## src/rtl/tdmrx_pkg.sv

```systemverilog
// Shared constants, the lane-layout type and helpers for the TDM frame receiver.
package tdmrx_pkg;
    localparam int unsigned NCH        = 8;
    localparam int unsigned SLOT_W     = 32;
    localparam int unsigned NLANE      = 8;
    localparam int unsigned CH_W       = $clog2(NCH);
    localparam int unsigned SLOT_BITS  = $clog2(SLOT_W);
    localparam int unsigned FRAME_BITS = NCH * SLOT_W;
    localparam int unsigned CNT_W      = $clog2(FRAME_BITS + 1);
    localparam int unsigned REM_W      = $clog2(NCH + 1);

    typedef enum logic [1:0] {
        LAYOUT_ONE   = 2'b00,
        LAYOUT_TWO   = 2'b01,
        LAYOUT_EIGHT = 2'b10,
        LAYOUT_EIGHT_ALT = 2'b11
    } lane_cfg_e;

    // Number of active lanes for a layout.
    function automatic int unsigned lane_count(lane_cfg_e c);
        case (c)
            LAYOUT_ONE: return 1;
            LAYOUT_TWO: return 2;
            default:    return NLANE;
        endcase
    endfunction

    // Bits per lane in one frame.
    function automatic logic [CNT_W-1:0] frame_len(lane_cfg_e c);
        return CNT_W'(FRAME_BITS / lane_count(c));
    endfunction

    // log2 of the slots carried per lane, used to turn a lane number into a channel base.
    function automatic logic [1:0] lane_shift(lane_cfg_e c);
        case (c)
            LAYOUT_ONE: return 2'd3;
            LAYOUT_TWO: return 2'd2;
            default:    return 2'd0;
        endcase
    endfunction
endpackage

```

## src/rtl/tdmrx_lane_shifter.sv

```systemverilog
// Per-lane serial-to-parallel shift registers.
// Each lane shifts on every bit-clock edge without any control. The word presented
// is the last W bits including the bit sampled this cycle, so it is valid exactly
// when the frame controller signals that a slot ends on this edge.
module tdmrx_lane_shifter #(
    parameter int unsigned NL = 8,
    parameter int unsigned W  = 32
) (
    input  logic                  clk,
    input  logic                  rst_n,
    input  logic [NL-1:0]         sdata,
    output logic [NL-1:0][W-1:0]  word
);
    for (genvar l = 0; l < NL; l++) begin : g_lane
        logic [W-2:0] hist;
        // Keep the previous W-1 bits of this lane, newest at bit 0.
        always_ff @(posedge clk) begin
            if (!rst_n) hist <= '0;
            else        hist <= {hist[W-3:0], sdata[l]};
        end
        assign word[l] = {hist, sdata[l]};
    end
endmodule

```

## src/rtl/tdmrx_frame_ctrl.sv

```systemverilog
// Frame alignment, bit counting, layout latching and error flags.
// Assumes the marker is sampled on the bit clock. A rising edge of the marker
// starts a frame, and the bit sampled on that edge is the first bit of slot 0.
module tdmrx_frame_ctrl
    import tdmrx_pkg::*;
(
    input  logic            clk,
    input  logic            rst_n,
    input  logic            frame_mark,
    input  lane_cfg_e       cfg_in,
    input  logic            err_clr,
    output logic            capture,
    output logic [CH_W-1:0] slot,
    output lane_cfg_e       cfg_q,
    output logic            err_short,
    output logic            err_over
);
    logic             mark_q, active, mark_edge, take, short_hit, over_hit;
    logic [CNT_W-1:0] cnt, idx, flen;

    assign mark_edge = frame_mark & ~mark_q;
    assign flen      = frame_len(cfg_q);
    assign take      = mark_edge | (active & (cnt != flen));
    assign idx       = mark_edge ? '0 : cnt;
    assign capture   = take & (idx[SLOT_BITS-1:0] == SLOT_BITS'(SLOT_W - 1));
    assign slot      = CH_W'(idx >> SLOT_BITS);
    assign short_hit = mark_edge & active & (cnt != flen);
    assign over_hit  = ~mark_edge & active & (cnt == flen);

    // Remember the marker level; reset high so a level held through reset is no edge.
    always_ff @(posedge clk) begin
        if (!rst_n) mark_q <= 1'b1;
        else        mark_q <= frame_mark;
    end

    // Frame state: restart on a marker edge, stop on overrun, otherwise count bits.
    always_ff @(posedge clk) begin
        if (!rst_n) begin
            active <= 1'b0;
            cnt    <= '0;
            cfg_q  <= LAYOUT_ONE;
        end else if (mark_edge) begin
            active <= 1'b1;
            cnt    <= CNT_W'(1);
            cfg_q  <= cfg_in;
        end else if (over_hit) begin
            active <= 1'b0;
        end else if (take) begin
            cnt <= cnt + CNT_W'(1);
        end
    end

    // Sticky error flags; a set has priority over the clear.
    always_ff @(posedge clk) begin
        if (!rst_n) begin
            err_short <= 1'b0;
            err_over  <= 1'b0;
        end else begin
            if (short_hit)    err_short <= 1'b1;
            else if (err_clr) err_short <= 1'b0;
            if (over_hit)     err_over  <= 1'b1;
            else if (err_clr) err_over  <= 1'b0;
        end
    end


    cnt_range_chk: assert property (@(posedge clk) disable iff (!rst_n)
        active |-> (cnt != '0) && (cnt <= frame_len(cfg_q)));

    short_sticky_chk: assert property (@(posedge clk) disable iff (!rst_n)
        (err_short && !err_clr) |=> err_short);

    over_sticky_chk: assert property (@(posedge clk) disable iff (!rst_n)
        (err_over && !err_clr) |=> err_over);
endmodule

```

## src/rtl/tdmrx_slot_emitter.sv

```systemverilog
// Holds the words of one slot group and reports them one per cycle.
// Lanes are reported in ascending lane order, which is ascending channel order.
// Assumes slot groups complete at least NCH cycles apart, which is guaranteed
// because each slot is SLOT_W bits long.
module tdmrx_slot_emitter
    import tdmrx_pkg::*;
(
    input  logic                         clk,
    input  logic                         rst_n,
    input  logic                         capture,
    input  logic [CH_W-1:0]              slot,
    input  lane_cfg_e                    cfg,
    input  logic [NLANE-1:0][SLOT_W-1:0] words,
    output logic                         out_valid,
    output logic [SLOT_W-1:0]            out_data,
    output logic [CH_W-1:0]              out_chan
);
    logic [NLANE-1:0][SLOT_W-1:0] hold;
    logic [REM_W-1:0]             rem;
    logic [CH_W-1:0]              ptr, slot_q;
    logic [1:0]                   sh_q;

    // Load a completed slot group, then step through its lanes one word per cycle.
    always_ff @(posedge clk) begin
        if (!rst_n) begin
            hold      <= '0;
            rem       <= '0;
            ptr       <= '0;
            slot_q    <= '0;
            sh_q      <= '0;
            out_valid <= 1'b0;
            out_data  <= '0;
            out_chan  <= '0;
        end else if (capture) begin
            hold      <= words;
            rem       <= REM_W'(lane_count(cfg));
            ptr       <= '0;
            slot_q    <= slot;
            sh_q      <= lane_shift(cfg);
            out_valid <= 1'b0;
        end else if (rem != '0) begin
            out_valid <= 1'b1;
            out_data  <= hold[ptr];
            out_chan  <= (ptr << sh_q) | slot_q;
            ptr       <= ptr + CH_W'(1);
            rem       <= rem - REM_W'(1);
        end else begin
            out_valid <= 1'b0;
        end
    end


    no_overlap_chk: assert property (@(posedge clk) disable iff (!rst_n)
        capture |-> (rem == '0));

    chan_ascending_chk: assert property (@(posedge clk) disable iff (!rst_n)
        out_valid |=> (!out_valid || (out_chan > $past(out_chan))));
endmodule

```

## src/rtl/tdm_frame_rx.sv

```systemverilog
// Top of the slave-side TDM frame receiver. Runs entirely on the converter's
// bit clock. Frame control finds slot boundaries, the shifters collect lane bits,
// and the emitter reports each channel word with a strobe and a channel number.
module tdm_frame_rx
    import tdmrx_pkg::*;
(
    input  logic              clk,
    input  logic              rst_n,
    input  logic              frame_mark,
    input  logic [1:0]        lane_sel,
    input  logic [NLANE-1:0]  sdata,
    input  logic              err_clr,
    output logic              out_valid,
    output logic [SLOT_W-1:0] out_data,
    output logic [CH_W-1:0]   out_chan,
    output logic              err_short,
    output logic              err_over
);
    logic                         capture;
    logic [CH_W-1:0]              slot;
    lane_cfg_e                    cfg_q;
    logic [NLANE-1:0][SLOT_W-1:0] words;

    tdmrx_frame_ctrl u_ctrl (
        .clk       (clk),
        .rst_n     (rst_n),
        .frame_mark(frame_mark),
        .cfg_in    (lane_cfg_e'(lane_sel)),
        .err_clr   (err_clr),
        .capture   (capture),
        .slot      (slot),
        .cfg_q     (cfg_q),
        .err_short (err_short),
        .err_over  (err_over)
    );

    tdmrx_lane_shifter #(.NL(NLANE), .W(SLOT_W)) u_shift (
        .clk  (clk),
        .rst_n(rst_n),
        .sdata(sdata),
        .word (words)
    );

    tdmrx_slot_emitter u_emit (
        .clk      (clk),
        .rst_n    (rst_n),
        .capture  (capture),
        .slot     (slot),
        .cfg      (cfg_q),
        .words    (words),
        .out_valid(out_valid),
        .out_data (out_data),
        .out_chan (out_chan)
    );
endmodule

```

## config.mk

```make
export PLATFORM = sky130hd
export DESIGN_NAME = tdm_frame_rx
export DESIGN_NICKNAME = d
export VERILOG_FILES = /design/src/rtl/tdmrx_pkg.sv /design/src/rtl/tdmrx_lane_shifter.sv /design/src/rtl/tdmrx_frame_ctrl.sv /design/src/rtl/tdmrx_slot_emitter.sv /design/src/rtl/tdm_frame_rx.sv
export SDC_FILE = /design/constraint.sdc
export NUM_CORES = 1
export LEC_CHECK = 0
export ABC_CLOCK_PERIOD_IN_PS = 1650
export CAP_MARGIN = 10
export CORE_MARGIN = 2
export CORE_UTILIZATION = 57
export CTS_CLUSTER_SIZE = 12
export DETAILED_ROUTE_END_ITERATION = 6
export DONT_BUFFER_PORTS = 1
export MAX_ROUTING_LAYER = met4
export PLACE_DENSITY_LB_ADDON = 0.15
export SLEW_MARGIN = 10
export SYNTH_ARGS = -nofsm -noshare
export SYNTH_HDL_FRONTEND = slang
export SYNTH_SLANG_ARGS = --single-unit
```

## constraint.sdc

```tcl
create_clock -name clk -period 1.65 [get_ports clk]
set_input_delay 0.33 -clock clk [delete_from_list [all_inputs] [get_ports clk]]
set_output_delay 0.33 -clock clk [all_outputs]
set_load 0.02 [all_outputs]
```

==> impl_metrics.toml <==
[sta]
clock.fmax_ghz = 0.617
hold_viol = 28
finClkSkew_ns = 0.0109
setup_viol = 0
slew_viol_final = 0
finalCriticalPeriod_ns = 1.62
maxSlewHeadroom = 0.223
min_period_over_period = 0.982
whs_ns = -0.141
rsz0062_at_grt = "true"
worst_pin_slew_ns = 1.17
finalWorstSetupSlack_ns = 0.0302

[die]
die_w_um = 193
core-area_mm2 = 0.0354
pin_count = 52
fp-row-count = 69
die_h_um = 193
start_util = 0.577
dieArea_mm2 = 0.0373

[min_path]
worstHoldPathType = "in -> reg"
whs_endpoint = "u_emit.rem[1]"
min_path_cells = 1
min_from = "rst_n"

[synth]
netlist.area_leader.share = 0.556
synth.yosys.warnings = 0
yosysUniqueCellTypes = 45
syn-num-nets = 2039
avgSynthCellArea_um2 = 10.1
synthTopCellsByCount = "dfxtp_1 (567), nand2_1 (537), and2_1 (253), a21boi_1 (180)"
syn_inst = 2021
synthTopCellsByArea = "dfxtp_1 (56%), nand2_1 (9.9%), and2_1 (7.8%), mux4_2 (7.1%), a21boi_1 (6.6%)"
syn_area_mm2 = 0.0204
synthFlopType = "dfxtp_1"
synth_edf_count = 0
synth_seq_cells = 567
ys_async_sr_fraction = 0
synthMostInstantiatedCell = "dfxtp_1"
yosys.area.top_type = "dfxtp_1"
ys_seq_area_frac = 0.556

[routing]
avgRoutedWirePerCell_um = 17.1
via_per_inst = 5.29
drtIter0Drc = 853
first_pass_iters = 5
vias = 14774
ant_nets = 0
totalWireLength_um = 47700
drc = 0

[power_and_ir_drop]
p_leak_nw = 10.3
total_power_mw = 31.8
irDropWorstVdd_uv = 1110
power_density_mw_per_mm2 = 1220

[setup_path]
crit_chain = "and3_4, and4_4, buf_6, buf_12, buf_16, nand2_1, a21boi_2"
endpoint_kind = "register"
r2r_slack_ns = 0.03
cp_data_arrival_time_ns = 2.14
reg2reg_from = "u_ctrl.cnt[3]"
worst_path_max_delay_cell = "dfxtp_4"
critPathRequiredTime_ns = 2.17
max_stage_delay_ns = 0.36
crit_fanout = 18
r2r_cells = 7
path_class = "reg -> reg"
start_kind = "register"
r2r-end = "u_emit.hold[104]"
critical_path.top_delay_family = "simple AND/OR/NAND/NOR gates"
crit_buf_inv = 3

[global_routing]
grt_pass1_vias = 14861
grt_pass1_wl_um = 76500
globalRouteTotalUtil = 0.258
grt_overflow = 0
grt_max_degree = 562
antenna_found_initial = 0

[placed_design]
place_congestion = 0.788
io_buffers = 0
place_ws_ns = -0.111
dp_hpwl_um = 24600

[clocking]
h-tree-depth = 2
numCtsBuffers = 56
clock_sinks = 567
path_clk_slew_ns = 0.06
hold_buffers = 267
cts_tree = "done"
cts_buffer_depth = 3
clock-root-buffer = "clkbuf_16"
insertion_delay_ns = 0.60

[job]
cap_violations = 0

[layout]
fill_cells = 2461
drive_above_1_share = 0.117
antenna_cells = 0
final_util = 0.738
nets = 2319
area_delta_synth_final_pct = 28.0

[run_status]
status = "finished, violations left"
violations = "negative hold slack"
[registers in the layout, indices dropped and copies added, names as in the netlist]
| signal | cells |
|---|---|
| u_emit.hold | 256 |
| u_shift.g_lane.hist | 248 |
| u_emit.out_data | 32 |
| u_ctrl.cnt | 9 |
| u_emit.rem | 4 |
| u_emit.out_chan | 3 |
| u_emit.ptr | 3 |
| u_emit.slot_q | 3 |
| u_ctrl.cfg_q | 2 |
| u_emit.sh_q | 2 |
| u_ctrl.active | 1 |
| u_ctrl.err_over | 1 |
| u_ctrl.err_short | 1 |
| u_ctrl.mark_q | 1 |
| u_emit.out_valid | 1 |
[repair_timing]
item / in CTS / in global routing
buffers inserted: 10 / 9
endpoints found under the setup margin: 256 / 246
hold endpoints to repair: 560 / 213
pin swaps: 3 / 5
gates resized for setup: 33 / 37
cloned: 9 / 5
[routing by layer]
metal  wire length, um  track usage  vias up
met2             23600        0.434      269
li1                  -            -     7196
met3              2330       0.0499       84
met1             20600        0.318     7225
met4              1080       0.0732        0
met5                 0            -        -
[layout by cell type (no fill, tap or decap), drive strengths merged, types with 5 or more instances in the layout]
master	Yosys	routed
a21boi	265	265
a21oi	34	34
and2	253	253
buf	65	100
clkbuf	85	94
dfxtp	567	567
dlygate4sd3	0	267
inv	6	6
mux2i	35	35
mux4	64	64
nand2	537	537
nand3	5	5
nor2	13	13
o21ai	36	36
xor2	8	8
[final cells by class]
| class | instances | area (um2) | area share |
|---|---|---|---|
| Clock inverter | 2 | 10.0 | 0.000383 |
| Multi-Input combinational cell | 1298 | 8370 | 0.320 |
| Timing Repair Buffer | 372 | 4150 | 0.159 |
| Sequential cell | 567 | 11400 | 0.435 |
| Clock buffer | 89 | 1630 | 0.0622 |
| Tap cell | 461 | 577 | 0.0221 |
| Inverter | 6 | 22.5 | 0.000862 |
[worst max-delay path by stage]
stage	slack, ns	cells after the start	from	endpoint
finish	0.03	7	u_ctrl.cnt[3]	u_emit.hold[104]
global route	-0.03	5	u_ctrl.cnt[3]	u_ctrl.cnt[0]
CTS	0.009	7	u_ctrl.cnt[4]	u_emit.hold[160]
detailed placement	-0.11	5	u_ctrl.cnt[3]	u_emit.hold[140]
global placement	-0.04	5	u_ctrl.cnt[3]	u_emit.hold[134]
floorplan	0.02	5	u_emit.ptr[0]	u_emit.out_data[0]
[stage by stage]
stage | instance area [um2] | cells | hold slack, ns | TNS (ns)
floorplan | 20400 | 2021 | 0.426 | 0
global placement | 21100 | 2406 | 0.429 | -1.39
detailed placement | 21100 | 2406 | 0.438 | -9.07
CTS | 25900 | 2781 | -0.134 | 0
global route | 26100 | 2795 | -0.124 | -0.116
finish | 26100 | 2795 | -0.141 | 0
[power by group]
part | total (mW) | internal [mW] | switching, mW
combinational | 5.09 | 2.63 | 2.46
clock | 11.6 | 6.65 | 4.97
sequential | 15.1 | 14.2 | 0.944
total | 31.8 | 23.5 | 8.37
[kinds of logic (layout without fill, tap and decap cells)]
group	count (synthesis)	in the layout	synth area share
compound gates	350	350	0.121
xor+xnor	9	9	0.00386
fa+ha+maj	4	4	0.00245
buf+inv	156	469	0.0391
flops	567	567	0.556
mux	99	99	0.0878
simple gates	836	836	0.189
No activity file was read; power rests on OpenSTA's default activity.
